### config.mk
export PLATFORM = sky130hd
export DESIGN_NAME = tile_cmd_gen
export DESIGN_NICKNAME = d
export VERILOG_FILES = /design/src/rtl/tcg_pkg.sv /design/src/rtl/tcg_walker.sv /design/src/rtl/tcg_packet.sv /design/src/rtl/tcg_shifter.sv /design/src/rtl/tile_cmd_gen.sv
export SDC_FILE = /design/constraint.sdc
export NUM_CORES = 1
export LEC_CHECK = 0
export BUFFER_PORTS_ARGS = -buffer_cell sky130_fd_sc_hd__buf_2
export CORE_AREA = 2 2 205 207
export DETAILED_ROUTE_END_ITERATION = 6
export DIE_AREA = 0 0 207 209
export MAX_ROUTING_LAYER = met4
export PLACE_DENSITY = 0.74
export SYNTH_ARGS = -nofsm -noshare
export SYNTH_HDL_FRONTEND = slang
export SYNTH_SLANG_ARGS = --single-unit
### constraint.sdc
create_clock -name clk -period 7.1 [get_ports clk]
set_input_delay 0.355 -clock clk [delete_from_list [all_inputs] [get_ports clk]]
set_output_delay 0.355 -clock clk [all_outputs]
set_load 0.005 [all_outputs]
### src/rtl/tcg_pkg.sv
package tcg_pkg;
  localparam int NSTEP = 18;
  localparam int TILE_STEP0 = 4;
  localparam int COORD_W = 8;
  localparam int SF_CR = 0, SF_ZR = 1, SF_ZW = 2, SF_CW = 3, SF_MC = 4, SF_MZ = 5;

  typedef enum logic [4:0] {
    ST_CLR, ST_CLR_XY, ST_CLR_ST, ST_CFG,
    ST_LD_C, ST_LD_XY, ST_LD_NOP, ST_LD_Z, ST_XY, ST_WAIT, ST_BR,
    ST_SMC, ST_SMZ_XY, ST_SMZ, ST_SZ_XY, ST_SZ, ST_SC_XY, ST_SC
  } step_e;

  // first enabled step at or after 'from'; NSTEP when none
  function automatic logic [4:0] find_step(input logic [NSTEP-1:0] en, input int from);
    logic [4:0] r;
    r = 5'(NSTEP);
    for (int i = NSTEP - 1; i >= 0; i--)
      if (i >= from && en[i]) r = 5'(i);
    return r;
  endfunction

  function automatic logic [31:0] full_res_addr(input logic [31:0] base, input logic [15:0] w,
                                                input logic [7:0] x, input logic [7:0] y,
                                                input logic [31:0] tile_bytes);
    logic [31:0] stride;
    stride = (32'(w) + 32'd31) >> 5;
    return base + tile_bytes * (stride * 32'(y) + 32'(x));
  endfunction

  function automatic logic [31:0] branch_addr(input logic [31:0] base, input logic [7:0] bx,
                                              input logic [7:0] x, input logic [7:0] y);
    return base + ((32'(y) * 32'(bx) + 32'(x)) << 5);
  endfunction
endpackage

### src/rtl/tcg_walker.sv
module tcg_walker
  import tcg_pkg::*;
(
  input  logic              clk,
  input  logic              rst_n,
  input  logic              start,
  input  logic [5:0]        present,
  input  logic [1:0]        rd_full,
  input  logic              use_clear,
  input  logic              bin_en,
  input  logic [COORD_W-1:0] min_x,
  input  logic [COORD_W-1:0] max_x,
  input  logic [COORD_W-1:0] min_y,
  input  logic [COORD_W-1:0] max_y,
  input  logic              slot_free,
  input  logic              ser_empty,
  output logic              load,
  output logic              launch,
  output step_e             step,
  output logic [COORD_W-1:0] tile_x,
  output logic [COORD_W-1:0] tile_y,
  output logic              last_tile,
  output logic              done
);
  typedef enum logic [1:0] {W_IDLE, W_RUN, W_DRAIN} wst_e;
  wst_e wst;
  logic [NSTEP-1:0] en;
  logic first_tile, both_gen, any_ms;
  logic [4:0] nxt;

  always_comb begin
    first_tile = (tile_x == min_x) && (tile_y == min_y);
    last_tile  = (tile_x == max_x) && (tile_y == max_y);
    both_gen   = present[SF_CR] && present[SF_ZR] && !rd_full[0] && !rd_full[1];
    any_ms     = present[SF_MC] || present[SF_MZ];
    en = '0;
    en[ST_CLR]    = use_clear;
    en[ST_CLR_XY] = use_clear;
    en[ST_CLR_ST] = use_clear;
    en[ST_CFG]    = 1'b1;
    en[ST_LD_C]   = present[SF_CR];
    en[ST_LD_XY]  = both_gen;
    en[ST_LD_NOP] = both_gen;
    en[ST_LD_Z]   = present[SF_ZR];
    en[ST_XY]     = 1'b1;
    en[ST_WAIT]   = bin_en && first_tile;
    en[ST_BR]     = bin_en;
    en[ST_SMC]    = present[SF_MC];
    en[ST_SMZ_XY] = present[SF_MC] && present[SF_MZ];
    en[ST_SMZ]    = present[SF_MZ];
    en[ST_SZ_XY]  = present[SF_ZW] && any_ms;
    en[ST_SZ]     = present[SF_ZW];
    en[ST_SC_XY]  = present[SF_CW] && (any_ms || present[SF_ZW]);
    en[ST_SC]     = present[SF_CW];
  end

  assign load   = (wst == W_RUN) && slot_free;
  assign launch = (wst == W_IDLE) && start;
  assign nxt    = find_step(en, int'(step) + 1);

  always_ff @(posedge clk or negedge rst_n) begin
    if (!rst_n) begin
      wst <= W_IDLE; step <= ST_CFG; tile_x <= '0; tile_y <= '0; done <= 1'b0;
    end else begin
      done <= 1'b0;
      case (wst)
        W_IDLE: if (start) begin
          tile_x <= min_x; tile_y <= min_y;
          step   <= step_e'(find_step(en, 0));
          wst    <= W_RUN;
        end
        W_RUN: if (load) begin
          if (nxt != 5'(NSTEP)) step <= step_e'(nxt);
          else if (last_tile) wst <= W_DRAIN;
          else begin
            if (tile_x == max_x) begin
              tile_x <= min_x; tile_y <= tile_y + 1'b1;
            end else tile_x <= tile_x + 1'b1;
            step <= step_e'(find_step(en, TILE_STEP0));
          end
        end
        default: if (ser_empty) begin
          done <= 1'b1; wst <= W_IDLE;
        end
      endcase
    end
  end

  p_step_enabled_r8: assert property (@(posedge clk) disable iff (!rst_n)
    (wst == W_RUN) |-> en[step]);
  p_tile_in_range_r1: assert property (@(posedge clk) disable iff (!rst_n)
    (wst == W_RUN) |-> (tile_x >= min_x && tile_x <= max_x && tile_y >= min_y && tile_y <= max_y));
  p_done_single_r12: assert property (@(posedge clk) disable iff (!rst_n)
    done |=> !done);
endmodule

### src/rtl/tcg_packet.sv
module tcg_packet
  import tcg_pkg::*;
#(
  parameter int PKT_BYTES  = 16,
  parameter int LENW       = 5,
  parameter int TILE_BYTES = 16384,
  parameter logic [7:0] OP_CLEAR = 8'd114, OP_CFG = 8'd113, OP_COORD = 8'd115,
  parameter logic [7:0] OP_LD_GEN = 8'd29, OP_ST_GEN = 8'd28,
  parameter logic [7:0] OP_LD_FULL = 8'd27, OP_ST_FULL = 8'd26,
  parameter logic [7:0] OP_ST_COLOR = 8'd24, OP_ST_COLOR_EOF = 8'd25,
  parameter logic [7:0] OP_BRANCH = 8'd17, OP_WAIT = 8'd8,
  parameter int GEN_DIS_COLOR_BIT = 12, GEN_DIS_ZS_BIT = 13, GEN_DIS_AUX_BIT = 14,
  parameter int GEN_EOF_BIT = 3,
  parameter int FR_DIS_CLR_BIT = 0, FR_DIS_ZS_BIT = 1, FR_DIS_COLOR_BIT = 2, FR_EOF_BIT = 3
) (
  input  step_e               step,
  input  logic [COORD_W-1:0]  tile_x,
  input  logic [COORD_W-1:0]  tile_y,
  input  logic                last_tile,
  input  logic [5:0]          present,
  input  logic [1:0]          rd_full,
  input  logic [191:0]        surf_addr,
  input  logic [63:0]         surf_bits,
  input  logic [15:0]         frame_w,
  input  logic [15:0]         frame_h,
  input  logic [7:0]          bin_tiles_x,
  input  logic [31:0]         tile_alloc_base,
  input  logic [31:0]         clear_c0,
  input  logic [31:0]         clear_c1,
  input  logic [31:0]         clear_z,
  input  logic [7:0]          clear_s,
  output logic [8*PKT_BYTES-1:0] pkt,
  output logic [LENW-1:0]     pkt_len
);
  localparam logic [15:0] GEN_DIS_COLOR_M = 16'(1) << GEN_DIS_COLOR_BIT;
  localparam logic [15:0] NOP_BITS = GEN_DIS_COLOR_M | (16'(1) << GEN_DIS_ZS_BIT) |
                                     (16'(1) << GEN_DIS_AUX_BIT);
  localparam logic [31:0] GEN_EOF_M    = 32'(1) << GEN_EOF_BIT;
  localparam logic [31:0] FR_DIS_CLR_M = 32'(1) << FR_DIS_CLR_BIT;
  localparam logic [31:0] FR_DIS_ZS_M  = 32'(1) << FR_DIS_ZS_BIT;
  localparam logic [31:0] FR_DIS_COL_M = 32'(1) << FR_DIS_COLOR_BIT;
  localparam logic [31:0] FR_EOF_M     = 32'(1) << FR_EOF_BIT;

  logic [31:0] sa [6];
  logic [15:0] sb [4];
  for (genvar i = 0; i < 6; i++) begin : g_addr
    assign sa[i] = surf_addr[32*i +: 32];
  end
  for (genvar i = 0; i < 4; i++) begin : g_bits
    assign sb[i] = surf_bits[16*i +: 16];
  end

  // trailing flags of a multisample store: clear-suppress or end of frame
  function automatic logic [31:0] store_tail(input logic is_last, input logic lt);
    return is_last ? (lt ? FR_EOF_M : 32'd0) : FR_DIS_CLR_M;
  endfunction

  logic [31:0] fr_base, fr_addr;
  logic mc_last, mz_last;

  always_comb begin
    case (step)
      ST_LD_C: fr_base = sa[SF_CR];
      ST_LD_Z: fr_base = sa[SF_ZR];
      ST_SMC:  fr_base = sa[SF_MC];
      default: fr_base = sa[SF_MZ];
    endcase
    fr_addr = full_res_addr(fr_base, frame_w, tile_x, tile_y, 32'(TILE_BYTES));
    mc_last = !(present[SF_MZ] || present[SF_ZW] || present[SF_CW]);
    mz_last = !(present[SF_ZW] || present[SF_CW]);
  end

  always_comb begin
    pkt = '0;
    pkt_len = '0;
    case (step)
      ST_CLR: begin
        pkt[7:0] = OP_CLEAR; pkt[39:8] = clear_c0; pkt[71:40] = clear_c1;
        pkt[103:72] = clear_z; pkt[111:104] = clear_s; pkt_len = LENW'(14);
      end
      ST_CLR_XY: begin pkt[7:0] = OP_COORD; pkt_len = LENW'(3); end
      ST_CLR_ST: begin pkt[7:0] = OP_ST_GEN; pkt_len = LENW'(7); end
      ST_CFG: begin
        pkt[7:0] = OP_CFG;
        pkt[39:8] = present[SF_CW] ? sa[SF_CW] : 32'd0;
        pkt[55:40] = frame_w; pkt[71:56] = frame_h; pkt[87:72] = sb[SF_CW];
        pkt_len = LENW'(11);
      end
      ST_LD_C, ST_LD_Z: begin
        if (rd_full[step == ST_LD_Z]) begin
          pkt[7:0] = OP_LD_FULL;
          pkt[39:8] = fr_addr | ((step == ST_LD_Z) ? FR_DIS_COL_M : FR_DIS_ZS_M);
          pkt_len = LENW'(5);
        end else begin
          pkt[7:0] = OP_LD_GEN;
          pkt[23:8] = (step == ST_LD_Z) ? sb[SF_ZR] : sb[SF_CR];
          pkt[55:24] = (step == ST_LD_Z) ? sa[SF_ZR] : sa[SF_CR];
          pkt_len = LENW'(7);
        end
      end
      ST_LD_XY, ST_XY, ST_SMZ_XY, ST_SZ_XY, ST_SC_XY: begin
        pkt[7:0] = OP_COORD; pkt[15:8] = tile_x; pkt[23:16] = tile_y; pkt_len = LENW'(3);
      end
      ST_LD_NOP: begin pkt[7:0] = OP_ST_GEN; pkt[23:8] = NOP_BITS; pkt_len = LENW'(7); end
      ST_WAIT: begin pkt[7:0] = OP_WAIT; pkt_len = LENW'(1); end
      ST_BR: begin
        pkt[7:0] = OP_BRANCH;
        pkt[39:8] = branch_addr(tile_alloc_base, bin_tiles_x, tile_x, tile_y);
        pkt_len = LENW'(5);
      end
      ST_SMC: begin
        pkt[7:0] = OP_ST_FULL;
        pkt[39:8] = fr_addr | FR_DIS_ZS_M | store_tail(mc_last, last_tile);
        pkt_len = LENW'(5);
      end
      ST_SMZ: begin
        pkt[7:0] = OP_ST_FULL;
        pkt[39:8] = fr_addr | FR_DIS_COL_M | store_tail(mz_last, last_tile);
        pkt_len = LENW'(5);
      end
      ST_SZ: begin
        pkt[7:0] = OP_ST_GEN;
        pkt[23:8] = sb[SF_ZW] | (present[SF_CW] ? GEN_DIS_COLOR_M : 16'd0);
        pkt[55:24] = sa[SF_ZW] | ((last_tile && !present[SF_CW]) ? GEN_EOF_M : 32'd0);
        pkt_len = LENW'(7);
      end
      ST_SC: begin
        pkt[7:0] = last_tile ? OP_ST_COLOR_EOF : OP_ST_COLOR; pkt_len = LENW'(1);
      end
      default: ;
    endcase
  end
endmodule

### src/rtl/tcg_shifter.sv
module tcg_shifter #(
  parameter int PKT_BYTES = 16,
  parameter int LENW      = 5
) (
  input  logic                   clk,
  input  logic                   rst_n,
  input  logic                   load,
  input  logic [8*PKT_BYTES-1:0] pkt,
  input  logic [LENW-1:0]        pkt_len,
  input  logic                   out_ready,
  output logic                   out_valid,
  output logic [7:0]             out_byte,
  output logic                   slot_free,
  output logic                   empty,
  output logic                   accept
);
  logic [8*PKT_BYTES-1:0] shreg;
  logic [LENW-1:0] cnt;

  assign out_valid = (cnt != '0);
  assign out_byte  = shreg[7:0];
  assign accept    = out_valid && out_ready;
  assign empty     = (cnt == '0);
  assign slot_free = empty || (cnt == LENW'(1) && out_ready);

  always_ff @(posedge clk or negedge rst_n) begin
    if (!rst_n) begin
      shreg <= '0; cnt <= '0;
    end else if (load) begin
      shreg <= pkt; cnt <= pkt_len;
    end else if (accept) begin
      shreg <= shreg >> 8; cnt <= cnt - 1'b1;
    end
  end

  p_hold_under_stall_r11: assert property (@(posedge clk) disable iff (!rst_n)
    (out_valid && !out_ready) |=> (out_valid && $stable(out_byte)));
  p_load_only_when_free_r11: assert property (@(posedge clk) disable iff (!rst_n)
    load |-> (empty || (cnt == LENW'(1) && out_ready)));
endmodule

### src/rtl/tile_cmd_gen.sv
module tile_cmd_gen
  import tcg_pkg::*;
#(
  parameter int PKT_BYTES  = 16,
  parameter int TILE_BYTES = 16384
) (
  input  logic         clk,
  input  logic         rst_n,
  input  logic         start,
  input  logic [5:0]   surf_present,
  input  logic [1:0]   rd_full,
  input  logic [191:0] surf_addr,
  input  logic [63:0]  surf_bits,
  input  logic [7:0]   min_x,
  input  logic [7:0]   max_x,
  input  logic [7:0]   min_y,
  input  logic [7:0]   max_y,
  input  logic [15:0]  frame_w,
  input  logic [15:0]  frame_h,
  input  logic         bin_en,
  input  logic [7:0]   bin_tiles_x,
  input  logic [31:0]  tile_alloc_base,
  input  logic         use_clear,
  input  logic [31:0]  clear_c0,
  input  logic [31:0]  clear_c1,
  input  logic [31:0]  clear_z,
  input  logic [7:0]   clear_s,
  output logic         out_valid,
  input  logic         out_ready,
  output logic [7:0]   out_byte,
  output logic         done,
  output logic [31:0]  stream_len
);
  localparam int LENW = $clog2(PKT_BYTES + 1);

  step_e step;
  logic [COORD_W-1:0] tile_x, tile_y;
  logic last_tile, load, launch, slot_free, empty, accept;
  logic [8*PKT_BYTES-1:0] pkt;
  logic [LENW-1:0] pkt_len;

  tcg_walker u_walk (
    .clk, .rst_n, .start, .present(surf_present), .rd_full, .use_clear, .bin_en,
    .min_x, .max_x, .min_y, .max_y, .slot_free, .ser_empty(empty),
    .load, .launch, .step, .tile_x, .tile_y, .last_tile, .done
  );

  tcg_packet #(.PKT_BYTES(PKT_BYTES), .LENW(LENW), .TILE_BYTES(TILE_BYTES)) u_pkt (
    .step, .tile_x, .tile_y, .last_tile, .present(surf_present), .rd_full,
    .surf_addr, .surf_bits, .frame_w, .frame_h, .bin_tiles_x, .tile_alloc_base,
    .clear_c0, .clear_c1, .clear_z, .clear_s, .pkt, .pkt_len
  );

  tcg_shifter #(.PKT_BYTES(PKT_BYTES), .LENW(LENW)) u_shift (
    .clk, .rst_n, .load, .pkt, .pkt_len, .out_ready,
    .out_valid, .out_byte, .slot_free, .empty, .accept
  );

  always_ff @(posedge clk or negedge rst_n) begin
    if (!rst_n) stream_len <= '0;
    else if (launch) stream_len <= '0;
    else if (accept) stream_len <= stream_len + 32'd1;
  end

  p_done_after_drain_r12: assert property (@(posedge clk) disable iff (!rst_n)
    done |-> !out_valid);
  p_len_frozen_at_done_r12: assert property (@(posedge clk) disable iff (!rst_n)
    done |=> $stable(stream_len));
endmodule

==> results.ini <==
[sta]
setup_viol_count_final=0
relSlewSlack_pct=19.90
finClkSkew_ns=0.01370
hold_viol=0
fin_ws_ns=0.1829
fin_tns_setup_ns=0
worstMarginPinSlew_ns=1.197
period_share_pct=97.42
slew_violations=0
fin_crit_ns=6.917
fmax_ghz=0.1446

[floorplan]
dieArea_um2=43260
die_height_um=209
io_pins=520
core-area_um2=41290
start_util_pct=47.94
placementRows=75
die_w_um=207

[finish]
nNetsFinal=3728
area_growth_pct=24.15
design_area_um2=24570
final_util_pct=59.51
drive_above_1_share_pct=26.95

[clock_tree]
clk_latency_ns=0.47
cts.sinks=173
clockBufferDepth=2
cts_tree=built
cts_root_buffer=clkbuf_16
numCtsBuffers=17
path_clk_slew_ns=0.07
h-tree-depth=4

[logic_synthesis]
ys_seq_area_share_pct=21.89
syn_area_um2=19790
synthCells=2481
yosysTopAreaCell=dfrtp_1
synth_edf_count=0
syn_nets=3194
synth.top_cell.area_share_pct=21.62
ys_ff_latch=173
synth-async-reset-ratio_pct=100.0
synthFlopType=dfrtp_1
avgSynthCellArea_um2=7.978
yosys_warnings=0
synth_cell_types=98
synthTopCellsByArea=dfrtp_1, fa_1, ha_1

[detailed_routing]
drt_iter0_markers=2722
drtPass1Iterations=7
postRouteAntennaNets=0
drcViolationCount=8
wl_mm=89.10
vias=22160
wire_per_inst_um=24.94
via_per_inst=6.203

[placement]
dp_hpwl_mm=71.10
port_buffers=518
gp_congestion=1.087
place_ws_ns=-0.6475
placedInstanceArea_um2=23610

[grt]
grt_first_pass_wirelength_mm=133.3
track_usage_pct=41.70
antenna_found_initial=5
first_global_vias=21950
gr-total-overflow=0
grt_max_degree=80

[run_status]
violations=design-rule violations
status=complete, but fails checks

[critical_path]
cp.arrival_ns=7.26
r2r_setup_slack_ns=0.48
cp-startpoint=frame_w[2]
end_kind=flop
required_ns=7.44
r2r_start=u_walk.tile_y[4]
slowest_delay_ns=0.59
cp_slowest_cell=or4_4
crit_type=primary input to flop
start_kind=primary input
path_common_cell=fa_1
crit_fanout=5

[worst_hold_path]
min_path_type=primary input to flop
hold_start=clear_s[6]

[power_and_ir_drop]
ir_drop_v=0.0004434
total_power_mw=12.09
p_leak_nw=11.75
power_density_nw_per_um2=492.0

[flow_run]
max_cap_viol_count=0

## area by class of cell
cell class	count	area, um^2
fillers	3798	16720
multi-input cells	1950	14400
flip-flops and latches	173	4335
repair buffers	679	3811
inverters	194	728.2
well taps	539	674.4
clock buffers	17	425.4
clock inverters	15	180.2
diodes	6	15.01
## routing by layer
metal	global-route usage [%]	wire, um
met1	53.52	35820
met2	62.41	39590
met3	9.678	9168
met4	19.58	4528
met5	-	0
## power by group
group          switching (mW)  internal (mW)  total [mW]
Sequential              0.274           1.35        1.62
Clock                   0.466          0.532       0.998
Combinational            5.57           3.90        9.47
Total                    6.31           5.78        12.1
## flip-flops by register name (all words and copies together) (netlist names)
name and cells:
u_walk.tile_x 8, stream_len 32, u_walk.step 5, u_shift.shreg 112, u_walk.wst 2, u_shift.cnt 5
u_walk.done 1, u_walk.tile_y 8
## final timing paths
path | to | depth (start not counted)
max in group asynchronous | u_shift.shreg[40] | 3
worst max-delay path | u_shift.shreg[38] | 30
worst max register to register | u_shift.shreg[39] | 26
worst min register to register | u_shift.shreg[20] | 1
min in group asynchronous | stream_len[26] | 2
worst min-delay path | u_shift.shreg[110] | 2
## critical path, delay by kind of cell
family | cells | cell delay (ns)
AND/OR/NAND/NOR | 7 | 1.55
AO/OA/AOI/OAI | 9 | 1.67
buffers and inverters | 5 | 0.48
XOR/XNOR | 3 | 0.42
adder cells (fa/ha/maj) | 6 | 2.79
## timing repair
item | CTS | global route
hold buffers | 1 | 0
pin swaps | 0 | 39
hold endpoints to repair | 71 | 0
setup endpoints to repair | 3 | 5
setup buffers | 0 | 9
gates resized for setup | 3 | 50
## synth_stat cells, types with 12 or more instances
cell / number
o22ai_1: 13
buf_2: 23
dfrtp_1: 171
a31oi_1: 83
nor3_1: 36
a222oi_1: 71
a221oi_1: 22
nand2_1: 344
clkbuf_1: 117
mux2i_1: 40
nand4_1: 19
nand3_1: 46
nand2b_1: 27
o21ai_0: 153
buf_1: 13
a21o_1: 17
ha_1: 122
xnor2_1: 89
a211oi_1: 13
a21oi_1: 141
o21a_1: 27
and3_1: 20
xor2_1: 41
and2_1: 60
nor2_1: 214
o211ai_1: 18
nor2b_1: 31
inv_1: 193
a2111oi_0: 12
fa_1: 113
## cells in the final DEF (no fill, tap or decap), types with 8 or more instances in the layout
| cell | instances |
|---|---|
| and2_1 | 58 |
| a222oi_1 | 71 |
| or3_1 | 11 |
| a2111oi_0 | 8 |
| clkbuf_16 | 17 |
| nand2_1 | 342 |
| o21a_1 | 27 |
| fa_1 | 110 |
| nor2b_1 | 29 |
| a21oi_2 | 10 |
| and3_1 | 20 |
| nand3_1 | 42 |
| o21ai_0 | 149 |
| a21o_1 | 17 |
| dfrtp_1 | 168 |
| buf_2 | 517 |
| a31oi_1 | 83 |
| o22ai_1 | 13 |
| a22o_1 | 9 |
| buf_4 | 158 |
| nand2b_1 | 26 |
| mux2i_1 | 40 |
| nor3_1 | 34 |
| xnor2_1 | 84 |
| nor2_1 | 207 |
| nand4_1 | 19 |
| a211oi_1 | 12 |
| xor2_1 | 41 |
| ha_1 | 114 |
| inv_1 | 191 |
| a221oi_1 | 22 |
| o211ai_1 | 18 |
| nor2_2 | 8 |
| a21oi_1 | 136 |
## kinds of logic (layout without fill, tap and decap cells)
logic type      count (synthesis)  in the layout  share of synthesized area, %
fa+ha+maj                     235            235                         19.14
compound gates                682            682                         23.67
flops                         173            173                         21.89
other cells                     0              6                             0
buf+inv                       358            905                         7.143
mux                            42             42                         2.137
simple gates                  861            861                         20.27
xor+xnor                      130            130                         5.753
## metrics by stage
stage,hold WS [ns],cells
2_1_floorplan,0.05941,2481
3_3_place_gp,0.4413,3524
3_5_place_dp,0.4509,3524
4_1_cts,0.1009,3557
5_1_grt,0.1071,3571
6_report,0.1112,3573
No activity file was read; power rests on OpenSTA's default activity.
